--- src/rtl/pim_mb_pkg.sv ---
package pim_mb_pkg;

  localparam logic [1:0] ADR_LAUNCH = 2'd0;
  localparam logic [1:0] ADR_STATUS = 2'd1;
  localparam logic [1:0] ADR_RESULT = 2'd2;

  localparam int ST_BUSY = 0;
  localparam int ST_DONE = 1;
  localparam int ST_REJ  = 2;
  localparam int ST_TMO  = 3;

  typedef enum logic {HP_IDLE = 1'b0, HP_HOLD = 1'b1} hp_state_e;

  // Assemble the four status flags into their bit positions.
  function automatic logic [3:0] pack_status(input logic busy, input logic done,
                                             input logic rej, input logic tmo);
    logic [3:0] s;
    s = '0;
    s[ST_BUSY] = busy;
    s[ST_DONE] = done;
    s[ST_REJ]  = rej;
    s[ST_TMO]  = tmo;
    return s;
  endfunction

  // Sticky flag update: a set event wins over a clear in the same cycle.
  function automatic logic sticky_next(input logic cur, input logic set_ev,
                                       input logic clr_ev);
    return set_ev | (cur & ~clr_ev);
  endfunction

  // Down-counter step that reloads after reaching zero.
  function automatic int unsigned gap_step(input int unsigned cur, input int unsigned gap);
    return (cur == 0) ? gap - 1 : cur - 1;
  endfunction

endpackage

--- src/rtl/mb_retry.sv ---
module mb_retry #(
  parameter int RETRY_GAP = 4
) (
  input  logic clk,
  input  logic rst_n,
  input  logic arm,
  input  logic run,
  output logic probe
);
  import pim_mb_pkg::*;

  localparam int CW = (RETRY_GAP < 2) ? 1 : $clog2(RETRY_GAP);
  localparam logic [CW-1:0] RELOAD = CW'(RETRY_GAP - 1);

  logic [CW-1:0] cnt_q;

  assign probe = run && (cnt_q == '0);

  always_ff @(posedge clk) begin
    if (!rst_n) begin
      cnt_q <= '0;
    end else if (arm) begin
      cnt_q <= RELOAD;
    end else if (run) begin
      cnt_q <= CW'(gap_step(int'(cnt_q), RETRY_GAP));
    end
  end

endmodule

--- src/rtl/mb_launch.sv ---
module mb_launch #(
  parameter int          DATA_W        = 32,
  parameter int          TIMEOUT_LIMIT = 1000,
  parameter logic [31:0] FILL_VALUE    = 32'hDEAD_BEEF
) (
  input  logic              clk,
  input  logic              rst_n,
  input  logic              launch_req,
  input  logic [DATA_W-1:0] launch_arg,
  input  logic              clear_done,
  input  logic              core_done,
  input  logic [DATA_W-1:0] core_result,
  output logic              core_start,
  output logic [DATA_W-1:0] core_arg,
  output logic              busy,
  output logic              done,
  output logic [DATA_W-1:0] result,
  output logic              engaged,
  output logic              done_hit,
  output logic              tmo_hit
);

  localparam int TW = $clog2(TIMEOUT_LIMIT + 1);
  localparam logic [TW-1:0] LAST = TW'(TIMEOUT_LIMIT - 1);

  logic              start_q, busy_q, done_q;
  logic [DATA_W-1:0] arg_q, result_q;
  logic [TW-1:0]     tmo_cnt_q;

  assign core_start = start_q;
  assign core_arg   = arg_q;
  assign busy       = busy_q;
  assign done       = done_q;
  assign result     = result_q;
  assign engaged    = start_q | busy_q;
  assign done_hit   = busy_q & core_done;
  assign tmo_hit    = busy_q & ~core_done & (tmo_cnt_q == LAST);

  always_ff @(posedge clk) begin
    if (!rst_n) begin
      start_q   <= 1'b0;
      busy_q    <= 1'b0;
      done_q    <= 1'b0;
      arg_q     <= '0;
      result_q  <= '0;
      tmo_cnt_q <= '0;
    end else begin
      start_q <= launch_req;
      if (launch_req) begin
        arg_q  <= launch_arg;
        done_q <= 1'b0;
      end
      if (start_q) begin
        busy_q    <= 1'b1;
        tmo_cnt_q <= '0;
      end else if (done_hit) begin
        busy_q   <= 1'b0;
        done_q   <= 1'b1;
        result_q <= core_result;
      end else if (tmo_hit) begin
        busy_q   <= 1'b0;
        result_q <= DATA_W'(FILL_VALUE);
      end else if (busy_q) begin
        tmo_cnt_q <= tmo_cnt_q + 1'b1;
      end
      if (clear_done) begin
        done_q <= 1'b0;
      end
    end
  end

endmodule

--- src/rtl/mb_host_port.sv ---
module mb_host_port #(
  parameter int DATA_W    = 32,
  parameter int RETRY_GAP = 4
) (
  input  logic              clk,
  input  logic              rst_n,
  input  logic              req_valid,
  output logic              req_ready,
  input  logic              req_write,
  input  logic [1:0]        req_addr,
  input  logic [DATA_W-1:0] req_wdata,
  output logic              rsp_valid,
  output logic [DATA_W-1:0] rsp_rdata,
  input  logic              engaged,
  input  logic              done,
  input  logic [DATA_W-1:0] result,
  input  logic              tmo_hit,
  output logic              launch_req,
  output logic              clear_done,
  output logic              waiting
);
  import pim_mb_pkg::*;

  hp_state_e         state_q;
  logic              rej_q, tmo_q;
  logic              rsp_valid_q;
  logic [DATA_W-1:0] rsp_data_q;
  logic              accept, is_rd, is_wr;
  logic              rd_result_now, rd_result_hold, probe, release_hold;
  logic              rej_ev, clr_rej, clr_tmo;
  logic [3:0]        status;

  assign req_ready = (state_q == HP_IDLE);
  assign accept    = req_valid & req_ready;
  assign is_wr     = accept & req_write;
  assign is_rd     = accept & ~req_write;
  assign waiting   = (state_q == HP_HOLD);

  assign rd_result_now  = is_rd & (req_addr == ADR_RESULT) & ~engaged;
  assign rd_result_hold = is_rd & (req_addr == ADR_RESULT) & engaged;
  assign release_hold   = waiting & probe & ~engaged;

  assign launch_req = is_wr & (req_addr == ADR_LAUNCH) & ~engaged;
  assign rej_ev     = is_wr & (req_addr == ADR_LAUNCH) & engaged;
  assign clr_rej    = is_wr & (req_addr == ADR_STATUS) & req_wdata[ST_REJ];
  assign clr_tmo    = is_wr & (req_addr == ADR_STATUS) & req_wdata[ST_TMO];
  assign clear_done = rd_result_now | release_hold;

  assign status = pack_status(engaged, done, rej_q, tmo_q);

  mb_retry #(.RETRY_GAP(RETRY_GAP)) u_retry (
    .clk   (clk),
    .rst_n (rst_n),
    .arm   (rd_result_hold),
    .run   (waiting),
    .probe (probe)
  );

  always_ff @(posedge clk) begin
    if (!rst_n) begin
      state_q     <= HP_IDLE;
      rej_q       <= 1'b0;
      tmo_q       <= 1'b0;
      rsp_valid_q <= 1'b0;
      rsp_data_q  <= '0;
    end else begin
      rej_q       <= sticky_next(rej_q, rej_ev, clr_rej);
      tmo_q       <= sticky_next(tmo_q, tmo_hit, clr_tmo);
      rsp_valid_q <= 1'b0;
      rsp_data_q  <= '0;
      if (state_q == HP_IDLE) begin
        if (rd_result_hold) begin
          state_q <= HP_HOLD;
        end else if (accept) begin
          rsp_valid_q <= 1'b1;
          if (is_rd && req_addr == ADR_STATUS) begin
            rsp_data_q <= DATA_W'(status);
          end else if (rd_result_now) begin
            rsp_data_q <= result;
          end
        end
      end else if (release_hold) begin
        state_q     <= HP_IDLE;
        rsp_valid_q <= 1'b1;
        rsp_data_q  <= result;
      end
    end
  end

  assign rsp_valid = rsp_valid_q;
  assign rsp_rdata = rsp_data_q;

endmodule

--- src/rtl/pim_host_mailbox.sv ---
module pim_host_mailbox #(
  parameter int          DATA_W        = 32,
  parameter int          RETRY_GAP     = 4,
  parameter int          TIMEOUT_LIMIT = 1000,
  parameter logic [31:0] FILL_VALUE    = 32'hDEAD_BEEF
) (
  input  logic              clk,
  input  logic              rst_n,
  input  logic              req_valid,
  output logic              req_ready,
  input  logic              req_write,
  input  logic [1:0]        req_addr,
  input  logic [DATA_W-1:0] req_wdata,
  output logic              rsp_valid,
  output logic [DATA_W-1:0] rsp_rdata,
  output logic              core_start,
  output logic [DATA_W-1:0] core_arg,
  input  logic              core_done,
  input  logic [DATA_W-1:0] core_result
);

  // Named internal events, visible to the bound checker.
  logic              launch_w, clear_done_w, waiting_w;
  logic              busy_w, done_w, engaged_w, done_hit_w, tmo_hit_w;
  logic [DATA_W-1:0] result_w;

  mb_launch #(
    .DATA_W        (DATA_W),
    .TIMEOUT_LIMIT (TIMEOUT_LIMIT),
    .FILL_VALUE    (FILL_VALUE)
  ) u_launch (
    .clk         (clk),
    .rst_n       (rst_n),
    .launch_req  (launch_w),
    .launch_arg  (req_wdata),
    .clear_done  (clear_done_w),
    .core_done   (core_done),
    .core_result (core_result),
    .core_start  (core_start),
    .core_arg    (core_arg),
    .busy        (busy_w),
    .done        (done_w),
    .result      (result_w),
    .engaged     (engaged_w),
    .done_hit    (done_hit_w),
    .tmo_hit     (tmo_hit_w)
  );

  mb_host_port #(
    .DATA_W    (DATA_W),
    .RETRY_GAP (RETRY_GAP)
  ) u_port (
    .clk        (clk),
    .rst_n      (rst_n),
    .req_valid  (req_valid),
    .req_ready  (req_ready),
    .req_write  (req_write),
    .req_addr   (req_addr),
    .req_wdata  (req_wdata),
    .rsp_valid  (rsp_valid),
    .rsp_rdata  (rsp_rdata),
    .engaged    (engaged_w),
    .done       (done_w),
    .result     (result_w),
    .tmo_hit    (tmo_hit_w),
    .launch_req (launch_w),
    .clear_done (clear_done_w),
    .waiting    (waiting_w)
  );

endmodule

--- config.mk ---
export PLATFORM = sky130hd
export DESIGN_NAME = pim_host_mailbox
export DESIGN_NICKNAME = d
export VERILOG_FILES = /design/src/rtl/pim_mb_pkg.sv /design/src/rtl/mb_retry.sv /design/src/rtl/mb_launch.sv /design/src/rtl/mb_host_port.sv /design/src/rtl/pim_host_mailbox.sv
export SDC_FILE = /design/constraint.sdc
export NUM_CORES = 1
export LEC_CHECK = 0
export BUFFER_PORTS_ARGS = -buffer_cell sky130_fd_sc_hd__buf_4
export CAP_MARGIN = 0
export CORE_MARGIN = 4
export CORE_UTILIZATION = 35
export DETAILED_ROUTE_END_ITERATION = 10
export GPL_TIMING_DRIVEN = 0
export PLACE_DENSITY = 0.6
export SLEW_MARGIN = 25
export SYNTH_ARGS = -nofsm -noshare
export SYNTH_HDL_FRONTEND = slang
export SYNTH_SLANG_ARGS = --single-unit
--- constraint.sdc ---
create_clock -name clk -period 1.9 [get_ports clk]
set_input_delay 0.285 -clock clk [delete_from_list [all_inputs] [get_ports clk]]
set_output_delay 0.285 -clock clk [all_outputs]
set_load 0.02 [all_outputs]
# Word-level counts from Yosys, hierarchy flattened
# Index checks and enable logic that the tools add are counted.
# classes
n_lt_le_gt_ge	0
n_div	0
n_eq_ne	3
bitwise	33
n_mux	24
n_shift	0
mul	0
add_sub_neg	2
reduce_logical	11
# ops
cell	n
32-bit 2-to-1 mux	8
1-bit bitwise AND	19
1-bit 2-to-1 mux	13
10-bit by 1-bit adder with 10-bit output, second input constant	1
10-bit equality test, second input constant	1
1-bit inverter	10
2-bit 2-to-1 mux	3
2-bit logical NOT	2
1-bit OR	4
2-bit nonzero test	2
2-bit OR reduction	2
3-bit AND reduction	1
3-bit nonzero test	1
2-bit by 1-bit equality test with 1-bit output, second input constant	1
2-bit equality test, second input constant	1
1-bit logical AND	2
2-bit AND reduction	1
2-bit by 1-bit subtractor with 2-bit output, second input constant	1
# totals
mem_bits_ro	0
regBits	115
mem_count	0
latchBits	0
mem_bits_rw	0
elab_cells	85

# Longest topological paths before layout
# Gate-level depths: netlist of the first run.
# logic_depth
depth_word	10
ltp_mapped	6
ltp_nobuf	5

# Modules after synthesis
# From an unflattened synthesis of the first run, not the netlist that was laid out.
# hier_totals
cells_unflattened	379
area_unflattened_um2	4145.2
# modules_own_cells
module	area_each_um2	n_inst	cells_each
mb_launch	2896.5	1	267
mb_host_port	1144.8	1	101
mb_retry	103.8	1	11

# Worst setup path before layout of the first run
# OpenSTA, ideal clock, no wires.
# synth_path
kind	register to register
start	reg u_launch.tmo_cnt_q[0]
end	reg u_launch.result_q[10], in the netlist u_launch.result[10]
period_less_slack_ns	1.677
t_arrival_ns	1.558
setup_slack_ns	0.223
path_stages_with_launch	7
path_cell_list	dfxtp_1 -> ha_1 -> and4bb_2 -> a31oi_4 -> nor2_4 -> buf_2 -> o221a_2
# synth_between
elab_chain_cells	4
# synth_rtl
element	line	rtl
start: declaration	mb_launch.sv:28	logic [TW-1:0] tmo_cnt_q;
start signal: assignment	mb_launch.sv:64	tmo_cnt_q <= tmo_cnt_q + 1'b1;
10-bit equality test	mb_launch.sv:37	assign tmo_hit = busy_q & ~core_done & (tmo_cnt_q == LAST);
1-bit bitwise AND	mb_launch.sv:37	
2-bit nonzero test (no line)	--	
2-bit AND reduction (no line)	--	
end signal: assignment	mb_launch.sv:59	result_q <= core_result;
end signal: assignment	mb_launch.sv:62	result_q <= DATA_W'(FILL_VALUE);
end: declaration	mb_launch.sv:27	logic [DATA_W-1:0] arg_q, result_q;
# Every way passes these cells.
# A chain may end at the register's enable or synchronous reset.

# Worst setup path in the final report of the first run
# layout_path
start	reg u_launch.tmo_cnt_q[0]
end	reg u_launch.result_q[13], in the netlist u_launch.result[13]
# The elaborated chain is that of the path after synthesis.

==> results of run 1 <==
## sequential cells by signal, indices dropped and copies added, names as in the netlist, 2 cells and up
signal                flops
u_launch.result          32
u_launch.tmo_cnt_q       10
u_port.rsp_rdata         32
u_launch.core_arg        32
u_port.u_retry.cnt_q      2
## synthesized netlist by cell type, types with 4 or more instances
library cell and n:
clkbuf_1 15, a21boi_1 24, o21ai_0 15, nor2_1 10, a21boi_0 20, inv_1 6
nand2_1 85, or3_1 4, a22o_1 4, xnor2_1 5, buf_2 8, and2_1 32
o221a_2 24, dfxtp_1 115
## power by group through the flow
stage	registers [µW]	clock network (µW)	logic, µW
after CTS	2450	3420	291
final	2450	3340	286
after detailed placement	2500	0	290
after floorplan	2520	0	92.1
after global routing	2450	3550	312
after global placement	2500	0	287
## worst max-delay path by stage
| stage | start | endpoint | slack, ns | depth (start not counted) |
|---|---|---|---|---|
| floorplan | u_launch.tmo_cnt_q[0] | u_launch.result[10] | 0.22 | 6 |
| global placement | u_launch.tmo_cnt_q[0] | u_launch.result[13] | 0.05 | 6 |
| detailed placement | u_launch.tmo_cnt_q[0] | u_launch.result[7] | 0.04 | 6 |
| CTS | u_launch.tmo_cnt_q[0] | u_launch.result[13] | 0.006 | 6 |
| global route | u_launch.tmo_cnt_q[0] | u_launch.result[13] | 0.02 | 6 |
| finish | u_launch.tmo_cnt_q[0] | u_launch.result[13] | 0.11 | 6 |
## cells by family (layout without fill, tap and decap cells)
logic type	count (synthesis)	after routing	share of synthesized area, %
XOR/XNOR	6	6	1.28
AO/OA/AOI/OAI	98	98	19.5
flip-flops	115	115	56.0
multiplexers	1	1	0.244
buffers and inverters	30	198	3.17
AND/OR/NAND/NOR	157	157	19.1
adder cells (fa/ha/maj)	2	2	0.609
## area by class of cell
| cell class | instances | area [µm²] | share of cell area, % |
|---|---|---|---|
| clock buffer | 22 | 474 | 7.97 |
| buffer | 24 | 110 | 1.85 |
| timing repair buffer | 137 | 1030 | 17.3 |
| multi-input combinational | 264 | 1680 | 28.2 |
| tap | 143 | 179 | 3.01 |
| clock inverter | 9 | 153 | 2.57 |
| inverter | 6 | 22.5 | 0.379 |
| sequential | 115 | 2300 | 38.7 |
## critical path, stage by stage (launching register included)
cell,delay (ns)
dfxtp_1,0.34
ha_2,0.24
and4bb_2,0.25
a31oi_4,0.29
nor2_4,0.09
clkbuf_4,0.20
o221a_2,0.27
## routing by layer
layer / track usage [%] / share of wire [%]
met5: 0 / 0
met4: 5.65 / 1.3
met3: 6.99 / 9.1
met2: 23.5 / 46
met1: 18.7 / 44
## per-stage QoR
stage / std cells / utilization [%] / instance area (µm²)
CTS: 720 / 51.8 / 5940
detailed placement: 689 / 46.4 / 5320
global placement: 689 / 46.4 / 5320
global route: 720 / 51.9 / 5950
floorplan: 409 / - / 4110
finish: 720 / 51.9 / 5950
## repair_timing
| action | 4_1_cts | 5_1_grt |
|---|---|---|
| setup buffers | 0 | 0 |
| gates resized for setup | 0 | 2 |
| setup endpoints to repair | 0 | 20 |
## layout by cell type, fill, tap and decap left out, types with 4 or more instances in the layout
cell type and count:
a21boi_0 20, a21boi_1 24, a22o_1 4, and2_1 32
buf_2 7, buf_4 137, bufinv_16 4, clkbuf_1 17
clkbuf_16 17, dfxtp_1 115, inv_1 6, nand2_1 85
nor2_1 10, o21ai_0 15, o221a_2 24, or3_1 4
xnor2_1 5
==> impl_metrics.toml, run 1 <==
[cts]
ctsHoldBuffers = 0
root_buffer = "clkbuf_16"
tritoncts = "yes"
clockBufferDepth = 2
clkLatencyLatePin_ns = 0.41
h-tree-depth = 4
cts.sinks = 115
clk_pin_slew_ns = 0.05
cts_buffers = 17

[run]
cap_violations = 0

[sta]
timing_worst_slew_pin_value_ns = 0.808
tns_ns = 0
timing.final.ws_setup_ns = 0.109
fmax_mhz = 558
finalCritPeriodShare_pct = 94.3
finalClockSkew_ns = 0.0104
whs_ns = 0.124
grt_setup_unrepaired = "false"
hold_viol_final = 0
finalCriticalPeriod_ns = 1.79
slew_viol_final = 0
slew_headroom_pct = 45.6
finalSetupViolations = 0

[pwr]
power.density_mw_per_mm2 = 1020
combPwrFrac_pct = 4.7
swShare_pct = 19.7
ir_drop_v = 0.000742
clock_power_share_pct = 55.0
p_leak_uw = 0.00246
p_total_uw = 6080
power_frac_seq_pct = 40.3
power.switching_uw = 1200
p_int_uw = 4880

[detailed_routing]
wl_per_cell_um = 14.3
first_pass_iters = 4
num_vias = 3390
drt_iter0_drc = 229
vias_per_cell = 4.71
ant_nets = 0
drc = 0
wirelength_um = 10300

[critical_path]
reg2reg_slack_ns = 0.11
path_class = "reg -> reg"
reg2reg_from = "u_launch.tmo_cnt_q[0]"
timing.rr.end = "u_launch.result[13]"
arrival_ns = 2.09
cp_max_fo = 10
r2r.worst_path.cells = 6
crit_required_ns = 2.20
start_kind = "flip-flop"
end_kind = "flip-flop"

[synth]
synth-main-ff-cell = "dfxtp_1"
synth_top_area_share_pct = 56.0
yosysSeqAreaShare_pct = 56.0
ys_seq_elements = 115
yosysTopAreaCell = "dfxtp_1"
synth-edff-count = 0
synth-warning-count = 0
syn_nets = 482
post_synth.cell_area_avg_um2 = 10.0
syn_inst = 409
synthDistinctLibCells = 44
synth.top_cells.by_area = "dfxtp_1 56%, nand2_1 7.8%, o221a_2 6.6%, and2_1 4.9%, a21boi_1 4.4%"
syn_area_mm2 = 0.00411
async_reset_ff_share_pct = 0

[place]
globalplace.congestion = 0.764
dp_slack_ns = 0.0374
dpl.hpwl_um = 7510
io_buffers = 137

[floorplan]
die_w_um = 116
fp-row-count = 39
die_area_mm2 = 0.0135
ios = 138
die_y_um = 116
core_mm2 = 0.0115
initial_utilization_pct = 35.8

[global_routing]
grt_antenna_before_repair = 0
grt_pass1_wl_um = 15900
grt_max_degree = 17
grt_pass1_vias = 3241
grt_overflow = 0
grt_usage_pct = 15.2

[cells_and_area]
area_growth_pct = 44.8
fillCellCount = 1036
num_antenna_cells = 0
layout.nets = 638
drive_gt1_share_pct = 35.7

[hold_path]
hold_depth = 3
hold_path_class = "in -> reg"
hold_start = "req_wdata[16]"
min_to = "u_launch.core_arg[16]"

[status]
run_status = "complete, no violations"
No activity file was read; power rests on OpenSTA's default activity.
==> run 2: changes to the inputs <==
--- a/config.mk
+++ b/config.mk
@@ -7,7 +7,6 @@
 export LEC_CHECK = 0
 export BUFFER_PORTS_ARGS = -buffer_cell sky130_fd_sc_hd__buf_4
 export CAP_MARGIN = 0
-export CORE_MARGIN = 4
 export CORE_UTILIZATION = 35
 export DETAILED_ROUTE_END_ITERATION = 10
 export GPL_TIMING_DRIVEN = 0
==> impl_metrics.toml, run 2 (same netlist as run 1, synthesis figures left out) <==
[status]
run_status = "complete, no violations"

[cells_and_area]
layout_commonest_cell = "buf_4"
layout_common_cells = "137 x buf_4, 115 x dfxtp_1, 85 x nand2_1, 32 x and2_1"
ff_latch_area_mm2 = 0.00230
instances_no_fill = 721
num_antenna_cells = 0
multi_input_area_mm2 = 0.00168
fillCellCount = 1071
drive_gt1_share_pct = 35.5
layout.nets = 638
area_growth_pct = 44.1

[sta]
whs_ns = 0.125
finalSetupViolations = 0
tns_ns = 0
finalClockSkew_ns = 0.00609
finalCritPeriodShare_pct = 94.0
finalCriticalPeriod_ns = 1.79
slew_headroom_pct = 50.0
timing_worst_slew_pin_value_ns = 0.744
fmax_mhz = 560
timing.final.ws_setup_ns = 0.114
slew_viol_final = 0
hold_viol_final = 0
grt_setup_unrepaired = "false"

[detailed_routing]
vias_per_cell = 4.76
ant_nets = 0
drt_iter0_drc = 202
first_pass_iters = 4
num_vias = 3434
wirelength_um = 9770
drc = 0
wl_per_cell_um = 13.6

[floorplan]
die_area_mm2 = 0.0122
ios = 138
die_y_um = 110
fp-row-count = 39
die_w_um = 110
initial_utilization_pct = 36.0
core_mm2 = 0.0114

[critical_path]
timing.rr.end = "u_launch.result[28]"
slowest_delay_ns = 0.39
reg2reg_slack_ns = 0.11
start_kind = "flip-flop"
crit_required_ns = 2.25
slowest_stage = "dfxtp_1"
end_kind = "flip-flop"
arrival_ns = 2.14
r2r.worst_path.cells = 6
cp_num_buf_inv = 1
path_class = "reg -> reg"
crit_family = "simple AND/OR/NAND/NOR gates"
path_cells = "ha_2 -> and4bb_2 -> a31oi_4 -> nor2_4 -> buf_2 -> o221a_2"
reg2reg_from = "u_launch.tmo_cnt_q[0]"
cp_max_fo = 10

[run]
cap_violations = 0

[hold_path]
hold_path_class = "in -> reg"
hold_start = "req_wdata[17]"
hold_depth = 3
min_to = "u_launch.core_arg[17]"

[cts]
root_buffer = "clkbuf_16"
tritoncts = "yes"
cts.sinks = 115
clk_pin_slew_ns = 0.05
ctsHoldBuffers = 0
cts_buffers = 17
h-tree-depth = 4
clockBufferDepth = 2
clkLatencyLatePin_ns = 0.41

[place]
dp.cells = 689
globalplace.congestion = 0.752
dpl.hpwl_um = 7080
dp_slack_ns = 0.0506
io_buffers = 137

[pwr]
ir_drop_v = 0.000874
power.density_mw_per_mm2 = 1010
p_leak_uw = 0.00244

[global_routing]
grt_antenna_before_repair = 0
grt_usage_pct = 16.5
grt_max_degree = 17
grt_overflow = 0
grt_pass1_wl_um = 15000
grt_pass1_vias = 3173
[run 2: how the worst max path moves through the flow]
| stage | startpoint | end | slack, ns | cells past startpoint |
|---|---|---|---|---|
| 2_1_floorplan | u_launch.tmo_cnt_q[0] | u_launch.result[10] | 0.22 | 6 |
| 3_3_place_gp | u_launch.tmo_cnt_q[0] | u_launch.result[25] | 0.04 | 6 |
| 3_5_place_dp | u_launch.tmo_cnt_q[0] | u_launch.result[28] | 0.05 | 6 |
| 4_1_cts | u_launch.tmo_cnt_q[0] | u_launch.result[25] | 0.03 | 6 |
| 5_1_grt | u_launch.tmo_cnt_q[0] | u_launch.result[12] | 0.01 | 6 |
| 6_report | u_launch.tmo_cnt_q[0] | u_launch.result[28] | 0.11 | 6 |
[run 2: through the flow]
stage | area [µm²] | total power, µW | util (%)
global route | 5920 | 6160 | 51.8
CTS | 5920 | 6030 | 51.8
floorplan | 4110 | 2610 | -
global placement | 5320 | 2790 | 46.6
detailed placement | 5320 | 2790 | 46.6
finish | 5920 | 5970 | 51.8
[run 2: metal layers]
layer  wire, µm  up-vias  track usage [%]  part of all wire, %
met4        181        0             7.99                  1.9
met1       4420     1581             20.1                   45
li1           -     1730                -                    -
met3        775       15             6.94                  7.9
met5          0        -                0                    0
met2       4390      108             25.1                   45
[run 2: final cells by class]
type | instances | area share (%)
Buffer | 24 | 1.82
Timing Repair Buffer | 137 | 17.4
Clock inverter | 11 | 2.71
Inverter | 6 | 0.380
Multi-Input combinational cell | 264 | 28.4
Tap cell | 143 | 3.02
Sequential cell | 115 | 38.9
Clock buffer | 21 | 7.44
[run 2: repair_timing]
item                                    4_1_cts  5_1_grt
gates resized for setup                       0        1
buffers inserted                              0        0
endpoints found under the setup margin        0       20
[run 2: worst min-delay path, stage by stage]
cell      delay (ns)
buf_4           0.11
nand2_1         0.04
a21boi_1        0.05
[run 2: where the power goes]
| group | leakage, µW | internal, µW | switching (µW) |
|---|---|---|---|
| clock network | 0.000291 | 2180 | 1050 |
| registers | 0.000928 | 2440 | 12.2 |
| logic | 0.00122 | 157 | 129 |
| total | 0.00244 | 4770 | 1190 |
